==> src/rtl/flash_id_pkg.sv <==
package flash_id_pkg;

    typedef enum logic [3:0] {
        ST_IDLE,
        ST_ID_OP,
        ST_ID_RX,
        ST_ID_EXT,
        ST_GAP,
        ST_ST_OP,
        ST_ST_RX,
        ST_FINISH
    } probe_state_t;

    localparam logic [7:0] OP_READ_ID   = 8'h9F;
    localparam logic [7:0] OP_READ_STAT = 8'hD7;
    localparam logic [7:0] ID_DENS_1M   = 8'h22;
    localparam logic [7:0] ID_DENS_2M   = 8'h23;

    localparam logic [2:0] SZ_1M      = 3'd0;
    localparam logic [2:0] SZ_2M      = 3'd1;
    localparam logic [2:0] SZ_4M      = 3'd2;
    localparam logic [2:0] SZ_8M      = 3'd3;
    localparam logic [2:0] SZ_16M     = 3'd4;
    localparam logic [2:0] SZ_UNKNOWN = 3'd7;

endpackage

==> src/rtl/spi_byte_engine.sv <==
module spi_byte_engine #(
    parameter int HALF_CYC = 2
) (
    input  logic       clk,
    input  logic       rst_n,
    input  logic       launch,
    input  logic [7:0] tx_byte,
    input  logic       miso,
    output logic       sck,
    output logic       mosi,
    output logic       done,
    output logic [7:0] rx_byte
);
    localparam int HW = (HALF_CYC > 1) ? $clog2(HALF_CYC) : 1;

    logic          active;
    logic [HW-1:0] hc;
    logic [2:0]    bit_idx;
    logic [7:0]    tx_sh;
    logic [7:0]    rx_sh;

    always_ff @(posedge clk) begin
        if (!rst_n) begin
            active  <= 1'b0;
            hc      <= '0;
            bit_idx <= '0;
            tx_sh   <= '0;
            rx_sh   <= '0;
            sck     <= 1'b0;
            done    <= 1'b0;
        end else begin
            done <= 1'b0;
            if (launch) begin
                active  <= 1'b1;
                tx_sh   <= tx_byte;
                hc      <= '0;
                bit_idx <= '0;
                sck     <= 1'b0;
            end else if (active) begin
                if (hc == HW'(HALF_CYC - 1)) begin
                    hc <= '0;
                    if (!sck) begin
                        sck   <= 1'b1;
                        rx_sh <= {rx_sh[6:0], miso};
                    end else begin
                        sck   <= 1'b0;
                        tx_sh <= {tx_sh[6:0], 1'b0};
                        if (bit_idx == 3'd7) begin
                            active <= 1'b0;
                            done   <= 1'b1;
                        end else begin
                            bit_idx <= bit_idx + 3'd1;
                        end
                    end
                end else begin
                    hc <= hc + HW'(1);
                end
            end
        end
    end

    assign mosi    = tx_sh[7];
    assign rx_byte = rx_sh;


    mosi_hold_chk: assert property (@(posedge clk) disable iff (!rst_n)
        (sck && $past(sck)) |-> $stable(mosi));

endmodule

==> src/rtl/flash_id_decode.sv <==
module flash_id_decode
    import flash_id_pkg::*;
(
    input  logic [7:0] dens_byte,
    input  logic [7:0] stat_byte,
    output logic [2:0] id_code,
    output logic [2:0] st_code,
    output logic       st_pow2
);
    always_comb begin
        unique case (dens_byte)
            ID_DENS_1M: id_code = SZ_1M;
            ID_DENS_2M: id_code = SZ_2M;
            default:    id_code = SZ_UNKNOWN;
        endcase
    end

    always_comb begin
        unique case (stat_byte[5:2])
            4'b0011: st_code = SZ_1M;
            4'b0101: st_code = SZ_2M;
            4'b0111: st_code = SZ_4M;
            4'b1001: st_code = SZ_8M;
            4'b1011: st_code = SZ_16M;
            default: st_code = SZ_UNKNOWN;
        endcase
    end

    assign st_pow2 = stat_byte[0];

endmodule

==> src/rtl/flash_id_probe.sv <==
module flash_id_probe
    import flash_id_pkg::*;
#(
    parameter int HALF_CYC = 2,
    parameter int GAP_CYC  = 3
) (
    input  logic       clk,
    input  logic       rst_n,
    input  logic       start,
    output logic       busy,
    output logic       done,
    output logic       valid,
    output logic [2:0] size_code,
    output logic       page_pow2,
    output logic       has_ext,
    output logic       mismatch_err,
    output logic       unsupported_err,
    output logic       spi_cs_n,
    output logic       spi_sck,
    output logic       spi_mosi,
    input  logic       spi_miso
);
    localparam int GW = (GAP_CYC > 1) ? $clog2(GAP_CYC) : 1;

    probe_state_t  state, nxt;
    logic          launch;
    logic [7:0]    tx_sel;
    logic          eng_done;
    logic [7:0]    eng_rx;
    logic [1:0]    byte_idx;
    logic [GW-1:0] gap_cnt;
    logic          boot_pend;
    logic [7:0]    dens_q, len_q, stat_q;
    logic [2:0]    id_code, st_code;
    logic          st_pow2;
    logic          len_ok;

    spi_byte_engine #(.HALF_CYC(HALF_CYC)) u_engine (
        .clk     (clk),
        .rst_n   (rst_n),
        .launch  (launch),
        .tx_byte (tx_sel),
        .miso    (spi_miso),
        .sck     (spi_sck),
        .mosi    (spi_mosi),
        .done    (eng_done),
        .rx_byte (eng_rx)
    );

    flash_id_decode u_decode (
        .dens_byte (dens_q),
        .stat_byte (stat_q),
        .id_code   (id_code),
        .st_code   (st_code),
        .st_pow2   (st_pow2)
    );

    assign len_ok = (len_q == 8'h00) || (len_q == 8'h01);
    assign busy   = (state != ST_IDLE);

    always_comb begin
        nxt    = state;
        launch = 1'b0;
        tx_sel = 8'h00;
        unique case (state)
            ST_IDLE: if (boot_pend || start) begin
                nxt    = ST_ID_OP;
                launch = 1'b1;
                tx_sel = OP_READ_ID;
            end
            ST_ID_OP: if (eng_done) begin
                nxt    = ST_ID_RX;
                launch = 1'b1;
            end
            ST_ID_RX: if (eng_done) begin
                if (byte_idx == 2'd3) begin
                    if (eng_rx == 8'h01) begin
                        nxt    = ST_ID_EXT;
                        launch = 1'b1;
                    end else begin
                        nxt = ST_GAP;
                    end
                end else begin
                    launch = 1'b1;
                end
            end
            ST_ID_EXT: if (eng_done) nxt = ST_GAP;
            ST_GAP: if (gap_cnt == GW'(GAP_CYC - 1)) begin
                nxt    = ST_ST_OP;
                launch = 1'b1;
                tx_sel = OP_READ_STAT;
            end
            ST_ST_OP: if (eng_done) begin
                nxt    = ST_ST_RX;
                launch = 1'b1;
            end
            ST_ST_RX: if (eng_done) nxt = ST_FINISH;
            ST_FINISH: nxt = ST_IDLE;
            default:   nxt = ST_IDLE;
        endcase
    end

    always_ff @(posedge clk) begin
        if (!rst_n) state <= ST_IDLE;
        else        state <= nxt;
    end

    always_ff @(posedge clk) begin
        if (!rst_n) begin
            spi_cs_n        <= 1'b1;
            boot_pend       <= 1'b1;
            byte_idx        <= '0;
            gap_cnt         <= '0;
            dens_q          <= '0;
            len_q           <= '0;
            stat_q          <= '0;
            done            <= 1'b0;
            valid           <= 1'b0;
            size_code       <= SZ_UNKNOWN;
            page_pow2       <= 1'b0;
            has_ext         <= 1'b0;
            mismatch_err    <= 1'b0;
            unsupported_err <= 1'b0;
        end else begin
            spi_cs_n <= (nxt == ST_IDLE) || (nxt == ST_GAP) || (nxt == ST_FINISH);
            done     <= (state == ST_FINISH);
            gap_cnt  <= (state == ST_GAP) ? gap_cnt + GW'(1) : '0;
            if (state == ST_IDLE && launch) begin
                boot_pend <= 1'b0;
                valid     <= 1'b0;
            end
            if (state == ST_ID_OP) byte_idx <= '0;
            if (state == ST_ID_RX && eng_done) begin
                byte_idx <= byte_idx + 2'd1;
                if (byte_idx == 2'd1) dens_q <= eng_rx;
                if (byte_idx == 2'd3) len_q  <= eng_rx;
            end
            if (state == ST_ST_RX && eng_done) stat_q <= eng_rx;
            if (state == ST_FINISH) begin
                mismatch_err    <= (id_code == SZ_UNKNOWN) || (st_code == SZ_UNKNOWN)
                                   || (id_code != st_code);
                unsupported_err <= !len_ok;
                valid           <= len_ok && (id_code != SZ_UNKNOWN) && (id_code == st_code);
                size_code       <= st_code;
                page_pow2       <= st_pow2;
                has_ext         <= (len_q == 8'h01);
            end
        end
    end


    sck_idle_chk: assert property (@(posedge clk) disable iff (!rst_n)
        spi_cs_n |-> !spi_sck);


    valid_excl_chk: assert property (@(posedge clk) disable iff (!rst_n)
        valid |-> (!mismatch_err && !unsupported_err));


    done_end_chk: assert property (@(posedge clk) disable iff (!rst_n)
        $fell(busy) |-> done);


    result_hold_chk: assert property (@(posedge clk) disable iff (!rst_n)
        (!busy && !done) |-> ($stable(size_code) && $stable(valid) && $stable(mismatch_err)));

endmodule

==> config.mk <==
export PLATFORM = sky130hd
export DESIGN_NAME = flash_id_probe
export DESIGN_NICKNAME = d
export VERILOG_FILES = /design/src/rtl/flash_id_pkg.sv /design/src/rtl/spi_byte_engine.sv /design/src/rtl/flash_id_decode.sv /design/src/rtl/flash_id_probe.sv
export SDC_FILE = /design/constraint.sdc
export NUM_CORES = 1
export LEC_CHECK = 0
export CORE_MARGIN = 2
export CORE_UTILIZATION = 25
export DETAILED_ROUTE_END_ITERATION = 8
export DONT_BUFFER_PORTS = 1
export GPL_ROUTABILITY_DRIVEN = 0
export SLEW_MARGIN = 20
export SYNTH_ARGS = -nofsm -noshare
export SYNTH_HDL_FRONTEND = slang
export SYNTH_HIERARCHICAL = 1
export SYNTH_SLANG_ARGS = --single-unit
==> constraint.sdc <==
create_clock -name clk -period 2.3 [get_ports clk]
set_input_delay 0.115 -clock clk [delete_from_list [all_inputs] [get_ports clk]]
set_output_delay 0.115 -clock clk [all_outputs]
set_load 0.005 [all_outputs]
-- Word level (Yosys, flattened, before mapping)
Cells that the tools add are included.
- reduce and logical (&&, ||, !) cells: 31
- multiplexer cells: 38
- shift-type cells: 0
- multipliers: 0
- divide/modulo/power cells: 0
- equality and inequality tests: 27
- $add $sub $neg: 4
- bitwise gates (word level): 6
- order comparisons: 0
- operators with widths (kind ; number):
    2-to-1 mux 8 bit ; 6
    == test 4 x 3 -> 1 bit, second input constant ; 8
    2-to-1 mux 4 bit ; 8
    one-hot mux 4 bit (7 select lines) ; 1
    == test 8 x 1 -> 1 bit, second input constant ; 2
    == test 8 x 6 -> 1 bit, second input constant ; 2
    2-to-1 mux 1 bit ; 16
    one-hot mux 8 bit (2 select lines) ; 1
    one-hot mux 3 bit (5 select lines) ; 1
    == test 4 x 2 -> 1 bit, second input constant ; 3
    nonzero test 2 bit ; 5
    == test 3 bit, second input constant ; 3
    == test 4 bit, second input constant ; 2
    logical NOT 4 bit ; 2
    logical NOT 8 bit ; 1
    AND reduction 2 bit ; 4
    AND reduction 4 bit ; 2
    logical OR 1 bit ; 6
    inverter 1 bit ; 6
    one-hot mux 3 bit (2 select lines) ; 1
    logical AND 1 bit ; 5
    OR reduction 5 bit ; 1
    adder 2 x 1 -> 2 bit, second input constant ; 2
    == test 2 bit, second input constant ; 2
    14 further kinds ; 16
- word-level logic and storage cells: 128
- latch bits: 0
- output and inout port bits: 13
- memory bits (read-only): 0
- register bits after elaboration: 64
- input port bits: 4
- bits in writable memories: 0
- memories kept: 0

-- Depth between registers and ports, before layout
- word-level depth: 8
- depth in mapped cells: 9
- depth with buffers taken out: 8

-- Modules after synthesis
Netlist, hierarchy kept.
- modules (own cells, without submodules) (module ; times used ; area an instance (um2) ; sequential area each (um2) ; cells each):
    flash_id_probe ; 1 ; 1928.1 ; 860.8 ; 196
    spi_byte_engine ; 1 ; 924.6 ; 460.4 ; 89
    flash_id_decode ; 1 ; 91.3 ; 0.0 ; 14

-- Worst setup path before layout
OpenSTA, ideal clock, no wires.
- kind: register to register
- start: register state[2]
- end: register u_engine.rx_sh[2] (netlist: u_engine/rx_byte[2])
- data arrival time: 1794 ps
- stages on the path, launching flop included: 10
- slack: 390 ps
- library setup time: 116 ps
- required time: 2184 ps
- period minus slack after synthesis: 1910 ps
- cell sequence: dfxtp_1 -> buf_4 -> nor4_1 -> o21a_1 -> a21oi_2 -> o311ai_0 -> and4bb_1 -> buf_6 -> mux2i_1 -> nor2b_1
- cells in the longest elaborated chain, start to end: 5
- elaborated cells on any way between the ends: 9
- classes of those cells: eq/ne: 4; mux: 1; bitwise: 1; reduce/logical: 3
- ends and longest elaborated chain (what ; RTL line ; text):
    start, declared ; flash_id_probe.sv:25 ; probe_state_t state, nxt;
    start signal, assigned ; flash_id_probe.sv:105 ; else state <= nxt;
    == test 4 x 1 -> 1 bit or == test 4 x 3 -> 1 bit (tied branches) ; flash_id_probe.sv:65 ; unique case (state)
    OR reduction 2 bit (no source line) ; -- ;
    one-hot mux 1 bit (4 select lines) * ; flash_id_probe.sv:65 ;
    via launch ; flash_id_probe.sv:26 ; logic launch;
    inverter 1 bit (no source line) * ; -- ;
    AND reduction 4 bit (no source line) * ; -- ;
    end signal, assigned ; spi_byte_engine.sv:44 ; rx_sh <= {rx_sh[6:0], miso};
    end, declared ; spi_byte_engine.sv:20 ; logic [7:0] rx_sh;
Mark *: on every way through the listed nets, which the timed path passes. The rest lies on a longest branch.
A chain may end at the register's enable or synchronous reset.

-- Final worst setup path
- start: register state[0]
- end: register u_engine.rx_sh[6] (netlist: u_engine/rx_byte[6])
Same word-level chain as after synthesis.

==> summary.txt <==
most frequent cells in the layout - 63 x dfxtp_1, 41 x mux2i_1, 37 x nor2_1, 21 x nand2_1, 14 x a21oi_1
Die Y - 111 um
vias in the first global route - 2000
initial core utilization - 0.259
drt wl/cell - 13.1 um
fillers - 1112
IO Count - 17
CTS Sinks - 63
Vias/cell - 4.42
# port buffers - 0
Rel. slew slack - 0.495
Global Route met1 Usage - 0.121
nets - 311
Chip Width - 111 um
die area - 12200 um^2
fin crit share - 0.908
initial antenna violation count - 0
Synth Cell Area - 2840 um^2
pin count of the biggest net entering global routing - 32
Cell Pwr Density - 822 nW/um^2
skew final - 0.00821 ns
LEAKAGE - 1.36 nW
startpoint types - flop
max-slew violation count - 0
first-pass GRT wire length - 9740 um
CTS buffer count - 9
DRC Markers - 0
clock buffer depth - 2
Area Growth Syn to Fin - 19.1%
CTS tree - built
met2 usage - 0.164
Root Driver - clkbuf_16
worst min-delay path class - in -> reg
routed via count - 1974
RSZ-0062 raised after global routing - no
Synth Instances - 290
final hold violation count - 0
post-route ant nets - 0
Setup Crit Path Kind - reg -> reg
final setup TNS - 0 ns
syn avg cell area - 9.80 um^2
DP Worst Slack - 0.158 ns
DR pass1 iterations - 4
Power Total - 2.78 mW
ant diodes - 0
Crit path arrival time - 2.30 ns
hpwl dp - 3950 um
worst skew pair latency - 0.32 ns
worst-margin pin slew - 0.755 ns
fin crit period - 2.09 ns
total number of yosys warnings - 6
# H-tree levels - 3
Min Hold Slack - 0.0638 ns
f_max - 479 MHz
share of layout cells above drive strength 1 - 0.163
final WL - 5850 um
All-Layer GR Usage - 0.100
GRT overflow - 0
Top Usage Layer GRT - met2
core area - 11000 um^2
clock transition at the registers of the reported paths - 0.06 ns
critical path endpoint category - flop
max_cap viols - 0
Cell Rows - 38
M3 GR Usage - 0.0357
CP required - 2.51 ns
leading cell type in the layout, fill and taps excluded - dfxtp_1
outcome - complete, no violations
peak supply drop - 0.377 mV
critical path fanouts, max - 11
Iter 0 DRT Violations - 53
final worst setup slack - 0.211 ns
Setup-failing EPs final - 0
-- routing by layer --
layer | part of all wire | vias to the layer above
li1 | - | 1030
met1 | 0.48 | 912
met2 | 0.47 | 23
met3 | 0.031 | 9
met4 | 0.020 | 0
met5 | 0 | -
-- flip-flops by register name, indices dropped and copies added, names as in the netlist, 3 cells and up --
signal            count
u_engine/tx_sh        8
size_code             3
u_engine/bit_idx      3
len_q                 8
u_engine/rx_byte      8
stat_q                5
state                 4
dens_q                8
-- power by group --
group / switching, mW / internal [mW] / total (mW)
sequential: 0.0166 / 1.11 / 1.13
clock: 0.498 / 1.06 / 1.56
combinational: 0.0558 / 0.0388 / 0.0947
-- final cells by class --
cell class / count / area [um^2] / area share
Sequential cell: 63 / 1260 / 0.373
Timing Repair Buffer: 15 / 118 / 0.0347
Tap cell: 140 / 175 / 0.0517
Clock inverter: 7 / 121 / 0.0358
Inverter: 8 / 30.0 / 0.00887
Multi-Input combinational cell: 205 / 1460 / 0.430
Clock buffer: 9 / 225 / 0.0665
-- critical path, cell delays in order, from the launching register on --
cell and delay (ns):
dfxtp_1 0.53, and2b_2 0.31, nand4_1 0.11, o311ai_0 0.19, and4bb_2 0.53, mux2i_1 0.25
nor2b_1 0.06
-- worst paths after layout --
path	start	end	slack (ns)	depth (start not counted)
max	state[0]	u_engine/rx_byte[6]	0.21	6
min	rst_n	u_engine/bit_idx[0]	0.06	2
max reg2reg	state[0]	u_engine/rx_byte[6]	0.21	6
min reg2reg	gap_cnt[0]	gap_cnt[0]	0.41	1
-- repair_timing --
action	CTS	global route
hold buffers	2	0
buffers inserted	0	0
endpoints found under the hold margin	24	0
endpoints found under the setup margin	0	8
resized for setup	0	1
-- stage by stage --
step | std cells | area, um^2 | utilization
floorplan | 291 | 2850 | -
global placement | 429 | 3020 | 0.275
detailed placement | 429 | 3020 | 0.275
CTS | 447 | 3390 | 0.308
global route | 447 | 3390 | 0.308
finish | 447 | 3390 | 0.308
No activity file was read; power rests on OpenSTA's default activity.
